<file path="src/rtl/sram_guard_pkg.sv">
package sram_guard_pkg;
  // Address map of the controller window (byte offsets).
  localparam int unsigned SIZE_OFF   = 'h000;
  localparam int unsigned GRP_BASE   = 'h800;
  localparam int unsigned GRP_STRIDE = 12;
  localparam int unsigned SET_DELTA  = 4;
  localparam int unsigned CLR_DELTA  = 8;

  // Byte offset of the status word of group g.
  function automatic int unsigned grp_status_off(input int unsigned g);
    return GRP_BASE + GRP_STRIDE * g;
  endfunction

  function automatic int unsigned grp_set_off(input int unsigned g);
    return grp_status_off(g) + SET_DELTA;
  endfunction

  function automatic int unsigned grp_clr_off(input int unsigned g);
    return grp_status_off(g) + CLR_DELTA;
  endfunction
endpackage

</file>
<file path="src/rtl/sram_guard_size.sv">
module sram_guard_size #(
  parameter int SIZE_W = 10
) (
  input  logic              clk,
  input  logic              rst_n,
  input  logic              wr_en,
  input  logic [31:0]       wdata,
  output logic [SIZE_W-1:0] size_q
);
  // Reset code: only the saturating top bit set, so the whole SRAM is secure.
  localparam logic [SIZE_W-1:0] SIZE_RST = {1'b1, {(SIZE_W-1){1'b0}}};

  always_ff @(posedge clk or negedge rst_n) begin
    if (!rst_n)     size_q <= SIZE_RST;
    else if (wr_en) size_q <= wdata[SIZE_W-1:0];
  end
endmodule

</file>
<file path="src/rtl/sram_guard_grp.sv">
module sram_guard_grp #(
  parameter int GRP_W = 8
) (
  input  logic             clk,
  input  logic             rst_n,
  input  logic             set_en,
  input  logic             clr_en,
  input  logic [GRP_W-1:0] mask,
  output logic [GRP_W-1:0] bits_q
);
  // Set and clear live at different addresses, so they never coincide.
  function automatic logic [GRP_W-1:0] apply_mask(
    input logic [GRP_W-1:0] cur, input logic [GRP_W-1:0] m,
    input logic do_set, input logic do_clr);
    logic [GRP_W-1:0] nxt;
    nxt = cur;
    if (do_set) nxt = nxt | m;
    if (do_clr) nxt = nxt & ~m;
    return nxt;
  endfunction

  always_ff @(posedge clk or negedge rst_n) begin
    if (!rst_n) bits_q <= '0;
    else        bits_q <= apply_mask(bits_q, mask, set_en, clr_en);
  end
endmodule

</file>
<file path="src/rtl/sram_guard_region.sv">
module sram_guard_region #(
  parameter int SIZE_W     = 10,
  parameter int OFS_W      = 22,
  parameter int PAGE_SHIFT = 12
) (
  input  logic [SIZE_W-1:0] size_q,
  input  logic [OFS_W-1:0]  offset,
  input  logic              ns,
  output logic              violation
);
  localparam int PG_W = OFS_W - PAGE_SHIFT;
  localparam int CW   = ((PG_W > SIZE_W) ? PG_W : SIZE_W) + 1;

  // Top size bit set means the whole memory is secure; otherwise
  // an access is inside the secure slice when its page is below the size.
  function automatic logic in_secure(input logic [SIZE_W-1:0] sz,
                                     input logic [PG_W-1:0]   page);
    if (sz[SIZE_W-1]) return 1'b1;
    return CW'(page) < CW'(sz);
  endfunction

  logic [PG_W-1:0] page;
  assign page      = offset[OFS_W-1:PAGE_SHIFT];
  assign violation = ns && in_secure(size_q, page);
endmodule

</file>
<file path="src/rtl/sram_guard.sv">
module sram_guard
  import sram_guard_pkg::*;
#(
  parameter int ADDR_W     = 12,
  parameter int GROUPS     = 3,
  parameter int GRP_W      = 8,
  parameter int SIZE_W     = 10,
  parameter int OFS_W      = 22,
  parameter int PAGE_SHIFT = 12
) (
  input  logic                    clk,
  input  logic                    rst_n,
  input  logic                    psel,
  input  logic                    penable,
  input  logic                    pwrite,
  input  logic                    pns,
  input  logic [ADDR_W-1:0]       paddr,
  input  logic [31:0]             pwdata,
  output logic [31:0]             prdata,
  output logic                    pready,
  output logic                    pslverr,
  output logic [GROUPS*GRP_W-1:0] ns_enable,
  input  logic [OFS_W-1:0]        chk_offset,
  input  logic                    chk_ns,
  output logic                    chk_violation
);
  localparam int NW = GROUPS * GRP_W;

  // Named access events, used by the bound checker.
  logic access, wr_fire, wr_blocked, size_wr, grp_wr_any;
  logic [SIZE_W-1:0] size_q;
  logic [GROUPS-1:0] set_hit, clr_hit;
  logic [GRP_W-1:0]  grp_bits [GROUPS];

  assign access     = psel && penable;
  assign wr_fire    = access && pwrite && !pns;
  assign wr_blocked = access && pwrite && pns;
  assign size_wr    = wr_fire && (paddr == ADDR_W'(SIZE_OFF));
  assign grp_wr_any = |(set_hit | clr_hit);

  assign pready  = 1'b1;
  assign pslverr = wr_blocked;

  sram_guard_size #(.SIZE_W(SIZE_W)) u_size (
    .clk(clk), .rst_n(rst_n), .wr_en(size_wr), .wdata(pwdata), .size_q(size_q)
  );

  for (genvar g = 0; g < GROUPS; g++) begin : g_grp
    assign set_hit[g] = wr_fire && (paddr == ADDR_W'(grp_set_off(g)));
    assign clr_hit[g] = wr_fire && (paddr == ADDR_W'(grp_clr_off(g)));

    sram_guard_grp #(.GRP_W(GRP_W)) u_grp (
      .clk(clk), .rst_n(rst_n), .set_en(set_hit[g]), .clr_en(clr_hit[g]),
      .mask(pwdata[GRP_W-1:0]), .bits_q(grp_bits[g])
    );
    assign ns_enable[g*GRP_W +: GRP_W] = grp_bits[g];
  end

  // Read mux: status words and size; everything else returns zero.
  always_comb begin
    prdata = '0;
    if (paddr == ADDR_W'(SIZE_OFF)) prdata = 32'(size_q);
    for (int g = 0; g < GROUPS; g++) begin
      if (paddr == ADDR_W'(grp_status_off(g))) prdata = 32'(grp_bits[g]);
    end
  end

  sram_guard_region #(.SIZE_W(SIZE_W), .OFS_W(OFS_W), .PAGE_SHIFT(PAGE_SHIFT)) u_region (
    .size_q(size_q), .offset(chk_offset), .ns(chk_ns), .violation(chk_violation)
  );
endmodule

</file>
<file path="config.mk">
export PLATFORM = sky130hd
export DESIGN_NAME = sram_guard
export DESIGN_NICKNAME = d
export VERILOG_FILES = /design/src/rtl/sram_guard_pkg.sv /design/src/rtl/sram_guard_size.sv /design/src/rtl/sram_guard_grp.sv /design/src/rtl/sram_guard_region.sv /design/src/rtl/sram_guard.sv
export SDC_FILE = /design/constraint.sdc
export NUM_CORES = 1
export LEC_CHECK = 0
export CAP_MARGIN = 20
export CORE_ASPECT_RATIO = 1.75
export CORE_UTILIZATION = 38
export DETAILED_ROUTE_END_ITERATION = 8
export PLACE_DENSITY = 0.84
export SYNTH_ARGS = -nofsm -noshare
export SYNTH_HDL_FRONTEND = slang
export SYNTH_SLANG_ARGS = --single-unit
export TNS_END_PERCENT = 30
</file>
<file path="constraint.sdc">
create_clock -name clk -period 3 [get_ports clk]
set_input_delay 0.6 -clock clk [delete_from_list [all_inputs] [get_ports clk]]
set_output_delay 0.6 -clock clk [all_outputs]
set_load 0.005 [all_outputs]
</file>
# Yosys cells after proc, flatten, opt, wreduce, memory -nomap -nowiden
# Cells that the tools add are included.
# word_totals
regBits	34
input_bits	73
output_inout_bits	59
wordCells	48
# classes
magnitude_cmp	1
n_eq_ne	9
mux	13
bitwise	7
reduce_logical	14
# ops
op	count
equality test 12 bit (second input constant)	9
2-to-1 mux 32 bit	3
2-to-1 mux 8 bit	6
AND 8 bit	3
OR 8 bit	3
logical AND 1 bit	12
zero test 12 bit	1
less-than comparator 10 bit	1
2-to-1 mux 10 bit	1
NOT 8 bit	1
2-to-1 mux 1 bit	3
zero test 1 bit	1

# Logic depth before layout (Yosys ltp)
# depth
ltp_word	7
ltp_mapped	6
ltp_nobuf	6

# By module
# From an unflattened synthesis, not the netlist that was laid out.
# unflattened
cells_unflattened	237
area_unflattened_um2	2446.1
# by_module_without_submodules
module	instances	cells_per_inst	area_each_um2	seq_area_each_um2
sram_guard_grp	3	26	356.6	200.2
sram_guard	1	106	723.2	0.0
sram_guard_size	1	21	412.9	251.5
sram_guard_region	1	32	240.2	0.0

# Worst setup path before layout
# OpenSTA, ideal clock, no wires.
# synth_timing
path_type	input -> output
from	in paddr[7]
to	out prdata[0]
arrival_time_ns	1.938
required_ns	2.400
slack_ns	0.462
cell_stages	4
n_path_buf	1
path_cell_list	or4b_1 buf_4 nor4_4 a221o_1
# synth_between
elab_chain_cells	5
word_cells_on_any_way	8
cone_classes	3 x eq/ne; 4 x mux; 1 x reduce/logical
# synth_rtl
element	line	rtl
from (decl)	sram_guard.sv:17	input logic [ADDR_W-1:0] paddr,
zero test 12 bit	sram_guard.sv:62	if (paddr == ADDR_W'(SIZE_OFF)) prdata = 32'(size_q);
2-to-1 mux 10 bit	sram_guard.sv:62	
2-to-1 mux 32 bit (2 in a row)	sram_guard.sv:64	if (paddr == ADDR_W'(grp_status_off(g))) prdata = 32'(grp_bits[g]);
2-to-1 mux 32 bit (*)	sram_guard.sv:64	
to (decl)	sram_guard.sv:19	output logic [31:0] prdata,
# Every way passes the cells marked *; elsewhere a longest branch is shown, timed or not.

# Final worst setup path
# Same ends and word-level chain as after synthesis.

==> impl_metrics.yaml <==
run_status:
  status: "completed"
timing:
  final_min_period_over_clock_period_pct: 97.2
  setup_viol: 0
  max-slew-margin-rel_pct: 58.5
  final_hold_viol_count: 0
  period_needed_ns: 2.92
  finClkSkew_ns: 0
  grt_setup_unrepaired: "no"
  fmax_ghz: 0.343
  tns_ns: 0
  slew_violations: 0
  tightest_slew_ns: 0.617
  setup_ws_ns: 0.0838
place:
  dp_cells: 387
  dp_slack_ns: -0.498
  place_congestion: 0.873
  dp_hpwl_mm: 5.01
  portBuffers: 74
pwr:
  seq_power_share_pct: 40.4
  p_comb_share_pct: 13.6
  swShare_pct: 21.5
  worst_ir_drop_vdd_v: 0.000321
  p_leak_nw: 1.52
  p_clk_share_pct: 45.9
  power.net_switching_w: 0.000244
  p_int_w: 0.000891
  powerDensity_nw_per_um2: 340
  total_power_w: 0.00114
clock_tree:
  cts_made_buffers: 5
  h-tree-depth: 2
  clock_sinks: 34
  cts_tree: "built"
  clock_tree.root_cell: "clkbuf_8"
  clock_latency_ns: 0.29
  clockBufferDepth: 2
  clk_pin_slew_ns: 0.06
  hold_buffers: 0
synth:
  synth.distinct_cells: 37
  synth_area_leader_cell: "dfrtp_1"
  synth-seq-cells: 34
  yosys_most_used_dff: "dfrtp_1"
  yosysWarnings: 0
  synth_most_common_cell: "a21oi_1"
  synth_edf_count: 0
  ys_top_cells_by_area: "dfrtp_1, a21oi_1, buf_4, nor4_4, ha_1"
  synth_area_sq_um: 2210
  synth_cells: 217
  ys_async_sr_fraction_pct: 100
  synth_top_cells_by_count: "a21oi_1, dfrtp_1, buf_4"
  syn_area_per_cell_sq_um: 10.2
  seq_area_frac_synth_pct: 38.6
  yosysTopAreaCellShare_pct: 37.4
final_layout:
  nFillCells: 495
  regArea_sq_um: 852
  drive_above_1_share_pct: 22.6
  fin_util_pct: 59.7
  syn_to_final_growth_pct: 51.0
  layout.nets: 404
  finalNonFillerCells: 399
  multi_input_area_sq_um: 1270
  diodes: 0
detailed_routing:
  dr.first_iter.drc_count: 84
  detail_route.wl_per_cell_um: 16.4
  wl_mm: 6.56
  drcViolationCount: 0
  dr.pass1.iters: 4
  ant_nets: 0
  route.vias.total: 2114
  vias_per_cell: 5.30
worst_setup_path:
  arrival_ns: 2.32
  crit_path_end_kind: "output port"
  crit_fanout: 4
  required_ns: 2.40
  critPathLaunchType: "primary input"
  rrSetupSlack_ns: 2.21
  crit_type: "in -> out"
global_route:
  antenna_found_initial: 0
  grt_max_degree: 35
  grt_pass1_wl_mm: 9.99
  grt_pass1_vias: 2098
  track_usage_pct: 22.5
  grt_overflow: 0
floorplanning:
  die_area_sq_um: 6130
  die_h_um: 103
  rows: 36
  io_pins: 132
  initial_utilization_pct: 39.5
  core_area_sq_um: 5590
  chipWidth_um: 59.6
hold_path:
  hp-class: "reg -> reg"
flow_run:
  max-cap-violations: 0
layer usage:
metal / track usage [%] / wire [um] / part of all wire [%]
met5: 0 / 0 / 0
met4: 13.8 / 305 / 4.7
met3: 3.76 / 310 / 4.7
met2: 41.7 / 3650 / 56
met1: 22.5 / 2290 / 35
what timing repair did:
action	4_1_cts	5_1_grt
setup buffers	4	0
gates resized for setup	31	11
pin swaps	8	2
endpoints found under the setup margin	11	9
cell usage in the layout (no fill, tap or decap), types with 9 or more instances in the layout:
cell,count
clkdlybuf4s50_1,53
a21oi_1,50
dfrtp_1,33
buf_4,28
conb_1,23
dlygate4sd2_1,13
nand2b_1,10
inv_1,9
mux2_2,9
final timing paths:
kind                                  start               end  cells after the start
max in group asynchronous             rst_n  u_size.size_q[9]                      2
setup reg to reg           u_size.size_q[7]  u_size.size_q[7]                      1
hold / removal             u_size.size_q[8]  u_size.size_q[8]                      1
min in group asynchronous             rst_n  u_size.size_q[5]                      2
setup / recovery                   paddr[7]         prdata[0]                      7
hold reg to reg            u_size.size_q[8]  u_size.size_q[8]                      1
power by group through the flow:
| stage | clock, W | combinational, W | sequential [W] |
|---|---|---|---|
| after CTS | 0.000526 | 0.000150 | 0.000459 |
| after global placement | 0 | 0.000144 | 0.000468 |
| after detailed placement | 0 | 0.000149 | 0.000468 |
| after floorplan | 0 | 0.0000668 | 0.000468 |
| final | 0.000521 | 0.000155 | 0.000459 |
| after global routing | 0.000541 | 0.000171 | 0.000459 |
layout make-up:
| class | instances | share of cell area [%] |
|---|---|---|
| clock inverters | 2 | 1.80 |
| flip-flops and latches | 34 | 25.6 |
| well taps | 76 | 2.85 |
| inverters | 9 | 1.01 |
| repair buffers | 103 | 28.3 |
| multi-input cells | 169 | 38.0 |
| clock buffers | 6 | 2.48 |
kinds of logic after synthesis:
logic type,share of synthesized area [%]
other,0.340
multiplexers,5.10
adder cells (fa/ha/maj),5.10
flip-flops,38.6
buffers and inverters,10.0
AND/OR/NAND/NOR,19.2
AO/OA/AOI/OAI,21.7
metrics by stage:
stage	area (sq um)	hold WS (ns)
4_1_cts	3300	0.506
3_5_place_dp	3120	0.490
5_1_grt	3330	0.541
2_1_floorplan	2290	0.304
6_report	3330	0.497
3_3_place_gp	3120	0.469
worst max-delay path, cell delays in order:
cell and delay [ns]:
dlygate4sd2_1 0.24, or4b_4 0.60, nor4_4 0.25, buf_6 0.14
buf_4 0.12, a221o_1 0.13, dlygate4sd2_1 0.23
No activity file was read; power rests on OpenSTA's default activity.
